**config.mk**
```make
export PLATFORM = sky130hd
export DESIGN_NAME = timer13Gated
export DESIGN_NICKNAME = d
export VERILOG_FILES = /design/src/rtl/timer13Pkg.sv /design/src/rtl/timer13Ctrl.sv /design/src/rtl/timer13Datapath.sv /design/src/rtl/timer13Gated.sv
export SDC_FILE = /design/constraint.sdc
export NUM_CORES = 1
export LEC_CHECK = 0
export ABC_AREA = 0
export CAP_MARGIN = 20
export CORE_ASPECT_RATIO = 0.9
export CORE_MARGIN = 3
export CORE_UTILIZATION = 35
export CTS_BUF_LIST = sky130_fd_sc_hd__clkbuf_16
export DETAILED_ROUTE_END_ITERATION = 16
export DONT_BUFFER_PORTS = 1
export HOLD_SLACK_MARGIN = 0.08
export SYNTH_ARGS = -nofsm -noshare
export SYNTH_HDL_FRONTEND = slang
export SYNTH_HIERARCHICAL = 1
export SYNTH_SLANG_ARGS = --single-unit
```
**constraint.sdc**
```tcl
create_clock -name clk -period 3.3 [get_ports clk]
set_clock_uncertainty 0.15 [all_clocks]
set_input_delay 0.33 -clock clk [delete_from_list [all_inputs] [get_ports clk]]
set_output_delay 0.33 -clock clk [all_outputs]
set_load 0.1 [all_outputs]
```
**src/rtl/timer13Pkg.sv**
```systemverilog
package timer13Pkg;
  typedef struct packed {
    logic incr;
    logic wrLow;
    logic wrHigh;
  } ctlStrobes_t;
endpackage

```
**src/rtl/timer13Ctrl.sv**
```systemverilog
module timer13Ctrl
  import timer13Pkg::*;
#(
  parameter int DIV_SLOW    = 12,
  parameter int DIV_FAST    = 4,
  parameter int SYNC_STAGES = 2
) (
  input  logic        clk,
  input  logic        rstN,
  input  logic        runEn,
  input  logic        gateEn,
  input  logic        gatePin,
  input  logic        countSel,
  input  logic        fastBase,
  input  logic        countPin,
  input  logic        lowWrEn,
  input  logic        highWrEn,
  output ctlStrobes_t strobes
);
  localparam int PRE_W = $clog2(DIV_SLOW);
  localparam logic [PRE_W-1:0] LAST_SLOW = PRE_W'(DIV_SLOW - 1);
  localparam logic [PRE_W-1:0] LAST_FAST = PRE_W'(DIV_FAST - 1);

  // synchronizer stages plus one history flop for edge detection
  logic [SYNC_STAGES:0] pinPipe;
  logic [PRE_W-1:0]     preCnt;
  logic [PRE_W-1:0]     divLast;
  logic                 countOk;
  logic                 preTick;
  logic                 pinFall;

  always_ff @(posedge clk) begin
    if (!rstN) pinPipe <= '1;
    else       pinPipe <= {pinPipe[SYNC_STAGES-1:0], countPin};
  end

  assign pinFall = pinPipe[SYNC_STAGES] & ~pinPipe[SYNC_STAGES-1];
  assign countOk = runEn && (!gateEn || gatePin);
  assign divLast = fastBase ? LAST_FAST : LAST_SLOW;
  assign preTick = countOk && !countSel && (preCnt >= divLast);

  always_ff @(posedge clk) begin
    if (!rstN || !runEn || countSel) preCnt <= '0;
    else if (countOk)                preCnt <= preTick ? '0 : preCnt + PRE_W'(1);
  end

  always_comb begin
    strobes.incr   = countSel ? (countOk && pinFall) : preTick;
    strobes.wrLow  = lowWrEn;
    strobes.wrHigh = highWrEn;
  end

  AST_IDLE_NO_INCR: assert property (@(posedge clk) disable iff (!rstN)
    !runEn |-> !strobes.incr);
  AST_GATE_BLOCKS: assert property (@(posedge clk) disable iff (!rstN)
    (gateEn && !gatePin) |-> !strobes.incr);
  AST_RISE_NO_INCR: assert property (@(posedge clk) disable iff (!rstN)
    (countSel && pinPipe[SYNC_STAGES-1]) |-> !strobes.incr);
  AST_PRESCALE_BOUND: assert property (@(posedge clk) disable iff (!rstN)
    1'b1 |-> (preCnt <= LAST_SLOW));
endmodule

```
**src/rtl/timer13Datapath.sv**
```systemverilog
module timer13Datapath
  import timer13Pkg::*;
#(
  parameter int DATA_W   = 8,
  parameter int LOW_BITS = 5
) (
  input  logic              clk,
  input  logic              rstN,
  input  ctlStrobes_t       strobes,
  input  logic [DATA_W-1:0] wrData,
  input  logic              flagWrEn,
  input  logic              flagWrVal,
  input  logic              intAck,
  output logic [DATA_W-1:0] lowRd,
  output logic [DATA_W-1:0] highRd,
  output logic              ovfFlag
);
  localparam int SPARE_W = DATA_W - LOW_BITS;

  logic [LOW_BITS-1:0] lowCnt;
  logic [SPARE_W-1:0]  lowSpare;
  logic [DATA_W-1:0]   highCnt;
  logic                bump;
  logic                lowCarry;
  logic                allOnes;
  logic                wrapEvt;

  assign bump     = strobes.incr && !(strobes.wrLow || strobes.wrHigh);
  assign lowCarry = &lowCnt;
  assign allOnes  = lowCarry && (&highCnt);
  assign wrapEvt  = bump && allOnes;

  always_ff @(posedge clk) begin
    if (!rstN) begin
      lowCnt   <= '0;
      lowSpare <= '0;
    end else if (strobes.wrLow) begin
      {lowSpare, lowCnt} <= wrData;
    end else if (bump) begin
      lowCnt <= lowCnt + LOW_BITS'(1);
    end
  end

  always_ff @(posedge clk) begin
    if (!rstN)                  highCnt <= '0;
    else if (strobes.wrHigh)    highCnt <= wrData;
    else if (bump && lowCarry)  highCnt <= highCnt + DATA_W'(1);
  end

  always_ff @(posedge clk) begin
    if (!rstN)         ovfFlag <= 1'b0;
    else if (wrapEvt)  ovfFlag <= 1'b1;
    else if (intAck)   ovfFlag <= 1'b0;
    else if (flagWrEn) ovfFlag <= flagWrVal;
  end

  assign lowRd  = {lowSpare, lowCnt};
  assign highRd = highCnt;

  AST_WRAP_FLAG: assert property (@(posedge clk) disable iff (!rstN)
    (bump && allOnes) |=> (ovfFlag && lowCnt == '0 && highCnt == '0));
  AST_ACK_CLEARS: assert property (@(posedge clk) disable iff (!rstN)
    (intAck && !(strobes.incr && allOnes)) |=> !ovfFlag);
  AST_RIPPLE_CARRY: assert property (@(posedge clk) disable iff (!rstN)
    (bump && lowCarry && !allOnes) |=> (lowCnt == '0 && highCnt == $past(highCnt) + DATA_W'(1)));
  AST_SPARE_FROZEN: assert property (@(posedge clk) disable iff (!rstN)
    !strobes.wrLow |=> $stable(lowSpare));
  AST_WRITE_WINS: assert property (@(posedge clk) disable iff (!rstN)
    strobes.wrLow |=> (lowRd == $past(wrData)));
  AST_HW_SET_WINS: assert property (@(posedge clk) disable iff (!rstN)
    (bump && allOnes && intAck) |=> ovfFlag);
endmodule

```
**src/rtl/timer13Gated.sv**
```systemverilog
module timer13Gated
  import timer13Pkg::*;
#(
  parameter int DATA_W      = 8,
  parameter int LOW_BITS    = 5,
  parameter int DIV_SLOW    = 12,
  parameter int DIV_FAST    = 4,
  parameter int SYNC_STAGES = 2
) (
  input  logic              clk,
  input  logic              rstN,
  input  logic              runEn,
  input  logic              gateEn,
  input  logic              gatePin,
  input  logic              countSel,
  input  logic              fastBase,
  input  logic              countPin,
  input  logic              lowWrEn,
  input  logic              highWrEn,
  input  logic [DATA_W-1:0] wrData,
  input  logic              flagWrEn,
  input  logic              flagWrVal,
  input  logic              intAck,
  output logic [DATA_W-1:0] lowRd,
  output logic [DATA_W-1:0] highRd,
  output logic              ovfFlag
);
  ctlStrobes_t strobes;

  timer13Ctrl #(
    .DIV_SLOW(DIV_SLOW), .DIV_FAST(DIV_FAST), .SYNC_STAGES(SYNC_STAGES)
  ) uCtrl (
    .clk(clk), .rstN(rstN), .runEn(runEn), .gateEn(gateEn), .gatePin(gatePin),
    .countSel(countSel), .fastBase(fastBase), .countPin(countPin),
    .lowWrEn(lowWrEn), .highWrEn(highWrEn), .strobes(strobes)
  );

  timer13Datapath #(
    .DATA_W(DATA_W), .LOW_BITS(LOW_BITS)
  ) uData (
    .clk(clk), .rstN(rstN), .strobes(strobes), .wrData(wrData),
    .flagWrEn(flagWrEn), .flagWrVal(flagWrVal), .intAck(intAck),
    .lowRd(lowRd), .highRd(highRd), .ovfFlag(ovfFlag)
  );
endmodule

```
==> results of run 1 <==
## cell usage after synthesis
cell,instances
dfxtp_1,24
nor2_1,9
inv_1,7
nand2_1,7
nand3_1,7
mux2i_1,6
nand2b_1,6
a21oi_1,5
a31oi_1,5
ha_1,5
clkbuf_1,4
o21a_1,4
or4_1,4
a311oi_1,3
and2_1,3
and3_1,3
nand3b_1,3
o211ai_1,3
o21ai_0,3
a211oi_1,2
a2bb2oi_1,2
a32o_1,2
buf_4,2
nand4_1,2
o2111ai_1,2
o211a_1,2
or2b_1,2
or3_1,2
a21o_2,1
a21oi_2,1
a22oi_1,1
and2b_1,1
and4bb_1,1
buf_2,1
buf_6,1
nand2_2,1
nand4b_1,1
nand4bb_1,1
o21ai_2,1
o31ai_1,1
o32a_1,1
xnor2_1,1
xor2_1,1
## final cells by class
type                    instances  share of cell area
flip-flops and latches         24               0.311
well taps                      44              0.0357
multi-input cells             105               0.480
repair buffers                 16              0.0876
inverters                       7              0.0170
clock buffers                   3              0.0487
clock inverters                 1              0.0195
## metal layers
metal	wire, µm	part of all wire	vias to the layer above
met4	13	0.0042	0
met2	1370	0.44	42
li1	-	-	563
met5	0	0	-
met3	284	0.092	2
met1	1420	0.46	540
## timing repair
action | CTS | global route
hold endpoints to repair | 12 | 0
hold buffers | 6 | 0
gates resized for setup | 0 | 0
## cell usage in the layout (no fill, tap or decap), types with 4 or more instances in the layout
cell,instances
nand2_1,7
a31oi_1,5
mux2i_1,6
dlygate4sd3_1,6
nor2_1,9
a21oi_1,5
or4_1,4
inv_1,7
nand2b_1,6
buf_4,10
ha_1,5
o21a_1,4
dfxtp_1,24
nand3_1,7
## metrics by stage
| step | power [mW] | instances | utilization |
|---|---|---|---|
| after global routing | 0.847 | 200 | 0.447 |
| after detailed placement | 0.468 | 190 | 0.399 |
| after CTS | 0.824 | 200 | 0.447 |
| final | 0.816 | 200 | 0.447 |
| after global placement | 0.467 | 190 | 0.399 |
| after floorplan | 0.453 | 144 | - |
## power by group through the flow
stage / registers, mW / clock network [mW] / logic, mW
detailed placement: 0.353 / 0 / 0.115
finish: 0.347 / 0.347 / 0.122
CTS: 0.347 / 0.355 / 0.122
global placement: 0.353 / 0 / 0.113
floorplan: 0.409 / 0 / 0.0440
global route: 0.349 / 0.368 / 0.130
## sequential cells by signal, summed over array words and instances (netlist names)
signal	cells
uData/highRd	8
uData/lowCnt	5
uCtrl/preCnt	4
uCtrl/pinPipe	3
uData/lowSpare	3
uData/ovfFlag	1
## logic make-up (layout without fill, tap and decap cells)
family	Yosys count	after routing	share of synthesized area
AO/OA/AOI/OAI	39	39	0.225
XOR/XNOR	2	2	0.0135
adder cells (fa/ha/maj)	5	5	0.0484
buffers and inverters	15	27	0.0561
flip-flops	24	24	0.371
multiplexers	6	6	0.0464
AND/OR/NAND/NOR	53	53	0.239
## critical path: stages, from the launching register on
cell and delay (ns):
dfxtp_1 0.37, ha_1 0.24, o21ai_2 0.07, a21oi_2 0.24
a31oi_1 0.06, nor2_1 0.33, nand4bb_1 0.40, or4_1 0.62
o211ai_1 0.09
## final timing paths
check | slack (ns) | from | endpoint
worst max-delay path | 0.66 | uCtrl/preCnt[0] | uData/highRd[6]
worst min-delay path | 0.08 | lowWrEn | uData/lowSpare[1]
worst max register to register | 0.66 | uCtrl/preCnt[0] | uData/highRd[6]
worst min register to register | 0.27 | uCtrl/pinPipe[0] | uCtrl/pinPipe[1]
==> flow_metrics.tcl, run 1 <==
set metrics [dict create \
    floorplan.initialDensity 0.375 \
    clock_sinks 24 \
    peakVddDrop_v 0.000311 \
    regArea_um2 480 \
    grt_pass1_wl_um 5180 \
    multi_input_area_um2 741 \
    layout-drive-gt1-share 0.115 \
    portBuffers 0 \
    grt_pass1_vias 1109 \
    clk_pin_slew_ns 0.06 \
    max_slew_margin 0.245 \
    wl_per_cell_um 15.4 \
    synth.distinct_cells 43 \
    synth.avg_cell_area_um2 8.98 \
    finalWeightedCongestion 0.801 \
    drc 0 \
    core-area_um2 3450 \
    whs_path_depth 2 \
    track_usage 0.141 \
    worst_setup_path_start_kind "register" \
    netlist_instances 144 \
    cts_buffers 3 \
    viasPerCell 5.74 \
    yosys-top-cells-area "dfxtp_1, ha_1, mux2i_1, nand2b_1, nand3_1" \
    p_leak_nw 0.628 \
    hold_ws_ns 0.0787 \
    place_ws_ns 0.659 \
    finalCritPeriodShare 0.799 \
    pwr-share-seq 0.425 \
    drv_cap 0 \
    use_met2 0.219 \
    p_int_mw 0.581 \
    cts-root-buf "clkbuf_16" \
    drtPass1Iterations 4 \
    cp-end-kind "register" \
    fin_setup_tns_ns 0 \
    routed_wl_um 3080 \
    antennaDiodeCount 0 \
    busiest_layer "met2" \
    worst_slack_ns 0.663 \
    antenna_found_initial 0 \
    critical_path_required_ns 3.33 \
    grt_max_degree 16 \
    cts_setup_buffers 0 \
    syn-num-nets 170 \
    ys_ff_latch 24 \
    rsz0062_at_grt "no" \
    power.share.clock 0.426 \
    final_design_area_no_fill_um2 1540 \
    post-route-min-period_ns 2.64 \
    tightest_slew_ns 1.13 \
    p_per_area_nw_per_um2 529 \
    synth_top_area_frac 0.371 \
    gr-usage-met1 0.187 \
    overflow 0 \
    finalMaxSlewViolations 0 \
    combPwrFrac 0.150 \
    ioPinCount 38 \
    final_antenna_net_count 0 \
    hold_path.class "in -> reg" \
    sw_frac_of_total 0.288 \
    h-tree-depth 1 \
    crit_type "reg -> reg" \
    die_y_um 63.7 \
    dr_total_vias 1147 \
    drt_iter0_markers 60 \
    dp_hpwl_um 2260 \
    nets 183 \
    switchingPower_mw 0.235 \
    cts_tree "yes" \
    yosysWarningCount 6 \
    grtUsageMet3 0.0590 \
    reg2regPathDepth 8 \
    seq_area_frac_synth 0.371 \
    chipWidth_um 70.1 \
    cp.arrival_ns 2.67 \
    cp_max_fo 10 \
    setup_violations 0 \
    synth_top_cell_by_area "dfxtp_1" \
    fillers 354 \
    row_count 20 \
    status "completed" \
    syn2layout_area_growth_pct 19.2 \
    syn_area_um2 1290 \
    fmax_mhz 379 \
    placed_area_um2 1380 \
    die-area_um2 4460 \
    clkLatencyLatePin_ns 0.26 \
    final-hold-violation-count 0 \
    cts_max_path_buffers 2 \
]
(Power assumes the default switching activity.)
==> run 2, diff against run 1 <==
clock period = 2.6 ns   (was 3.3 ns; I/O delays follow)
==> flow_metrics.tcl, run 2 (synthesis gave the netlist of run 1 again) <==
set metrics [dict create \
    status "completed" \
    drt_iter0_markers 92 \
    setup_violations 0 \
    peakVddDrop_v 0.000301 \
    dp_hpwl_um 2440 \
    p_per_area_nw_per_um2 633 \
    drv_cap 0 \
    clock_sinks 24 \
    final-hold-violation-count 0 \
    nets 196 \
    final_antenna_net_count 0 \
    h-tree-depth 1 \
    cts-root-buf "clkbuf_16" \
    wl_per_cell_um 16.2 \
    rsz0062_at_grt "no" \
    hold_ws_ns 0.0848 \
    cp-end-kind "register" \
    clkLatencyLatePin_ns 0.26 \
    cts_max_path_buffers 2 \
    core-area_um2 3450 \
    critPathSlowestCell "or3_1" \
    track_usage 0.162 \
    cts_buffers 3 \
    p_leak_nw 0.687 \
    largest_reg_flops 8 \
    grt_max_degree 16 \
    antenna_found_initial 0 \
    cp_max_fo 6 \
    cts_tree "yes" \
    chipWidth_um 70.1 \
    die_y_um 63.7 \
    layout-drive-gt1-share 0.154 \
    reg2regPathDepth 9 \
    final_common_cell "dfxtp_1" \
    critPathMaxStageDelay_ns 0.38 \
    die-area_um2 4460 \
    overflow 0 \
    reg2reg_slack_ns 0.26 \
    crit_type "reg -> reg" \
    clk_pin_slew_ns 0.06 \
    fin_setup_tns_ns 0 \
    post-route-min-period_ns 2.34 \
    hold_path.class "in -> reg" \
    setup.worst_path.start "uCtrl/preCnt[3]" \
    portBuffers 0 \
    finalPower_mw 1.05 \
    worst_setup_path_start_kind "register" \
    finalWeightedCongestion 0.787 \
    syn2layout_area_growth_pct 28.3 \
    antennaDiodeCount 0 \
    worst_slack_ns 0.259 \
    drc 0 \
    routed_wl_um 3450 \
    place_ws_ns 0.293 \
    grt_pass1_vias 1219 \
    drtPass1Iterations 4 \
    endpoint "uData/lowCnt[3]" \
    floorplan.initialDensity 0.375 \
    viasPerCell 5.62 \
    finalMaxSlewViolations 0 \
    r2r-end "uData/lowCnt[3]" \
    crit_chain "ha_1, o21ai_2, a21oi_2, a31oi_1, nor2_1, buf_4, nand2b_1, or3_1, a311oi_1" \
    row_count 20 \
    tightest_slew_ns 0.977 \
    mostFrequentLayoutCells "dfxtp_1, buf_4, dlygate4sd3_1, nor2_1" \
    fmax_mhz 427 \
    critical_path_required_ns 2.62 \
    max_slew_margin 0.348 \
    cp.arrival_ns 2.36 \
    grt_pass1_wl_um 5840 \
    dr_total_vias 1196 \
    ioPinCount 38 \
    r2r_start "uCtrl/preCnt[3]" \
    finalCritPeriodShare 0.900 \
]
[run 2: where the power goes]
part	switching [mW]	internal [mW]
Clock	0.133	0.306
Sequential	0.0332	0.386
Combinational	0.136	0.0571
[run 2: metal layers]
| metal | global-route usage | vias to the layer above | share of wire |
|---|---|---|---|
| li1 | - | 589 | - |
| met1 | 0.198 | 575 | 0.44 |
| met2 | 0.281 | 27 | 0.50 |
| met3 | 0.0399 | 5 | 0.045 |
| met4 | 0.0431 | 0 | 0.013 |
| met5 | 0 | - | 0 |
[run 2: per-stage QoR]
stage | instances | instance area [µm²] | utilization
2_1_floorplan | 144 | 1300 | -
3_3_place_gp | 196 | 1430 | 0.413
3_5_place_dp | 196 | 1430 | 0.413
4_1_cts | 213 | 1660 | 0.481
5_1_grt | 213 | 1660 | 0.481
6_report | 213 | 1660 | 0.481
[run 2: worst min-delay path by stage]
stage	slack, ns	start	to	cells after the start
2_1_floorplan	0.17	rstN	uCtrl/pinPipe[2]	1
3_3_place_gp	0.18	rstN	uCtrl/pinPipe[2]	1
3_5_place_dp	0.18	rstN	uCtrl/pinPipe[2]	1
4_1_cts	0.08	highWrEn	uData/highRd[4]	2
5_1_grt	0.09	highWrEn	uData/highRd[4]	2
6_report	0.08	highWrEn	uData/highRd[4]	2
[run 2: cell type report]
class	instances	area, µm²
Clock buffer	3	75.1
Clock inverter	1	30.0
Fill cell	341	1790
Inverter	7	26.3
Multi-Input combinational cell	105	741
Sequential cell	24	483
Tap cell	44	55.1
Timing Repair Buffer	29	250
[run 2: repair_timing]
action                                  4_1_cts  5_1_grt
resized for setup                             0        0
hold endpoints to repair                     19        0
buffers inserted                              0        0
endpoints found under the setup margin        0        0
hold buffers                                 13        0
[run 2: worst max-delay path: cells and delay by family, from the launching register on]
kind | cells | cell delay, ns
AO/OA/AOI/OAI | 4 | 0.64
flip-flops | 1 | 0.33
buffers and inverters | 1 | 0.17
AND/OR/NAND/NOR | 3 | 0.68
adder cells (fa/ha/maj) | 1 | 0.29
==> run 3, diff against run 2 <==
CTS_BUF_LIST = unset   (was sky130_fd_sc_hd__clkbuf_16)
GPL_TIMING_DRIVEN = 0   (was unset)
SETUP_SLACK_MARGIN = 0.5   (was unset)
==> flow_metrics.tcl, run 3 (synthesis gave the netlist of run 1 again) <==
set metrics [dict create \
    rsz0062_at_grt "yes" \
    crit_top_cell "a31oi_1" \
    combPwrFrac 0.102 \
    cts_tree "yes" \
    final_antenna_net_count 0 \
    track_usage 0.150 \
    drv_cap 0 \
    row_count 20 \
    sw_frac_of_total 0.331 \
    status "completed" \
    clkLatencyLatePin_ns 0.26 \
    critical_path.top_delay_family "simple AND/OR/NAND/NOR gates" \
    pwr-share-seq 0.577 \
    power.share.clock 0.320 \
    mostFrequentLayoutCells "dlygate4sd3_1, buf_4, dfxtp_1, nor2_1, dfxtp_2" \
    antenna_found_initial 0 \
    core-area_um2 3450 \
    portBuffers 0 \
    dp_cells 188 \
    crit_chain "ha_4, o21ai_4, a21oi_4, a31oi_1, nor2_2, nand4bb_1, buf_6, or4_1, a31oi_1" \
    critPathMaxStageDelay_ns 0.39 \
    h-tree-depth 1 \
    clk_pin_slew_ns 0.08 \
    drt_iter0_markers 42 \
    p_int_mw 0.600 \
    ioPinCount 38 \
    max_slew_margin 0.263 \
    tightest_slew_ns 1.10 \
    cts_max_path_buffers 2 \
    critPathSlowestCell "or4_1" \
    post-route-min-period_ns 2.12 \
    cp-end-kind "register" \
    crit_type "reg -> reg" \
    drtPass1Iterations 4 \
    antennaDiodeCount 0 \
    final-hold-violation-count 0 \
    routed_wl_um 3450 \
    peakVddDrop_v 0.000364 \
    die_y_um 63.7 \
    final_common_cell "dlygate4sd3_1" \
    setup_violations 0 \
    dp_hpwl_um 2340 \
    layout-drive-gt1-share 0.265 \
    syn2layout_area_growth_pct 35.1 \
    die-area_um2 4460 \
    fillers 327 \
    floorplan.initialDensity 0.375 \
    dr_total_vias 1173 \
    finalPower_mw 0.897 \
    finalMaxSlewViolations 0 \
    wl_per_cell_um 16.1 \
    chipWidth_um 70.1 \
    finalCritPeriodShare 0.815 \
    hold_ws_ns 0.0980 \
    grt_max_degree 15 \
    cts_buffers 3 \
    finalWeightedCongestion 0.798 \
    switchingPower_mw 0.296 \
    cp.arrival_ns 2.16 \
    overflow 0 \
    largest_reg_flops 8 \
    grt_pass1_wl_um 5260 \
    layoutNonFillerInstCount 214 \
    fin_setup_tns_ns 0 \
    nets 197 \
    cp_max_fo 5 \
    path_buf_inv 1 \
    viasPerCell 5.48 \
    fin_util 0.506 \
    clock_sinks 24 \
    hold_path.class "in -> reg" \
    fmax_mhz 472 \
    worst_setup_path_start_kind "register" \
    cts-root-buf "clkbuf_8" \
    p_leak_nw 0.666 \
    critical_path_required_ns 2.64 \
    grt_pass1_vias 1066 \
    p_per_area_nw_per_um2 513 \
    drc 0 \
]
==> run 3: cell count changes in the layout (fill, tap and decap cells not counted), moves of 2 or more <==
cell / previous run / this run
and3_1: 3 / 1
and3_4: 0 / 2
buf_4: 16 / 10
buf_6: 0 / 4
clkbuf_1: 0 / 3
clkbuf_16: 3 / 1
clkbuf_8: 0 / 4
dfxtp_1: 22 / 10
dfxtp_2: 2 / 8
dfxtp_4: 0 / 6
ha_1: 5 / 1
ha_4: 0 / 4
==> run 3: final timing paths <==
path                 endpoint  cells after the start              from  slack [ns]
max reg2reg   uData/highRd[5]                      9   uCtrl/preCnt[3]        0.48
min           uCtrl/preCnt[0]                      2          countSel         0.1
min reg2reg  uCtrl/pinPipe[1]                      1  uCtrl/pinPipe[0]        0.26
max           uData/highRd[5]                      9   uCtrl/preCnt[3]        0.48
==> run 3: timing repair <==
| action | 4_1_cts | 5_1_grt |
|---|---|---|
| endpoints found under the setup margin | 10 | 13 |
| resized for setup | 21 | 4 |
| pin swaps | 9 | 6 |
| hold buffers | 12 | 0 |
| endpoints found under the hold margin | 18 | 0 |
| gates cloned | 0 | 0 |
| buffers inserted | 8 | 2 |
==> run 3: per-layer routing <==
layer	global-route usage	vias up	wire (µm)
li1	-	590	-
met1	0.197	554	1550
met2	0.238	27	1670
met3	0.0558	2	211
met4	0.0215	0	14
met5	0	-	0
==> run 3: final cells by class <==
class / instances / area [µm²] / share of cell area
buffer: 8 / 62.6 / 0.0358
multi-input combinational: 105 / 822 / 0.470
timing repair buffer: 22 / 203 / 0.116
inverter: 7 / 26.3 / 0.0150
clock buffer: 4 / 66.3 / 0.0379
tap: 44 / 55.1 / 0.0315
sequential: 24 / 513 / 0.293
==> run 3: power groups by stage <==
stage	sequential, mW	combinational (mW)	clock (mW)
6_report	0.518	0.0917	0.287
3_5_place_dp	0.527	0.0682	0
3_3_place_gp	0.526	0.0662	0
4_1_cts	0.519	0.0893	0.302
5_1_grt	0.521	0.101	0.318
2_1_floorplan	0.521	0.0562	0
==> run 3: per-stage QoR <==
step,worst slack [ns],instance area [µm²]
2_1_floorplan,0.442,1330
3_3_place_gp,0.273,1390
3_5_place_dp,0.232,1390
4_1_cts,0.475,1720
5_1_grt,0.378,1750
6_report,0.482,1750
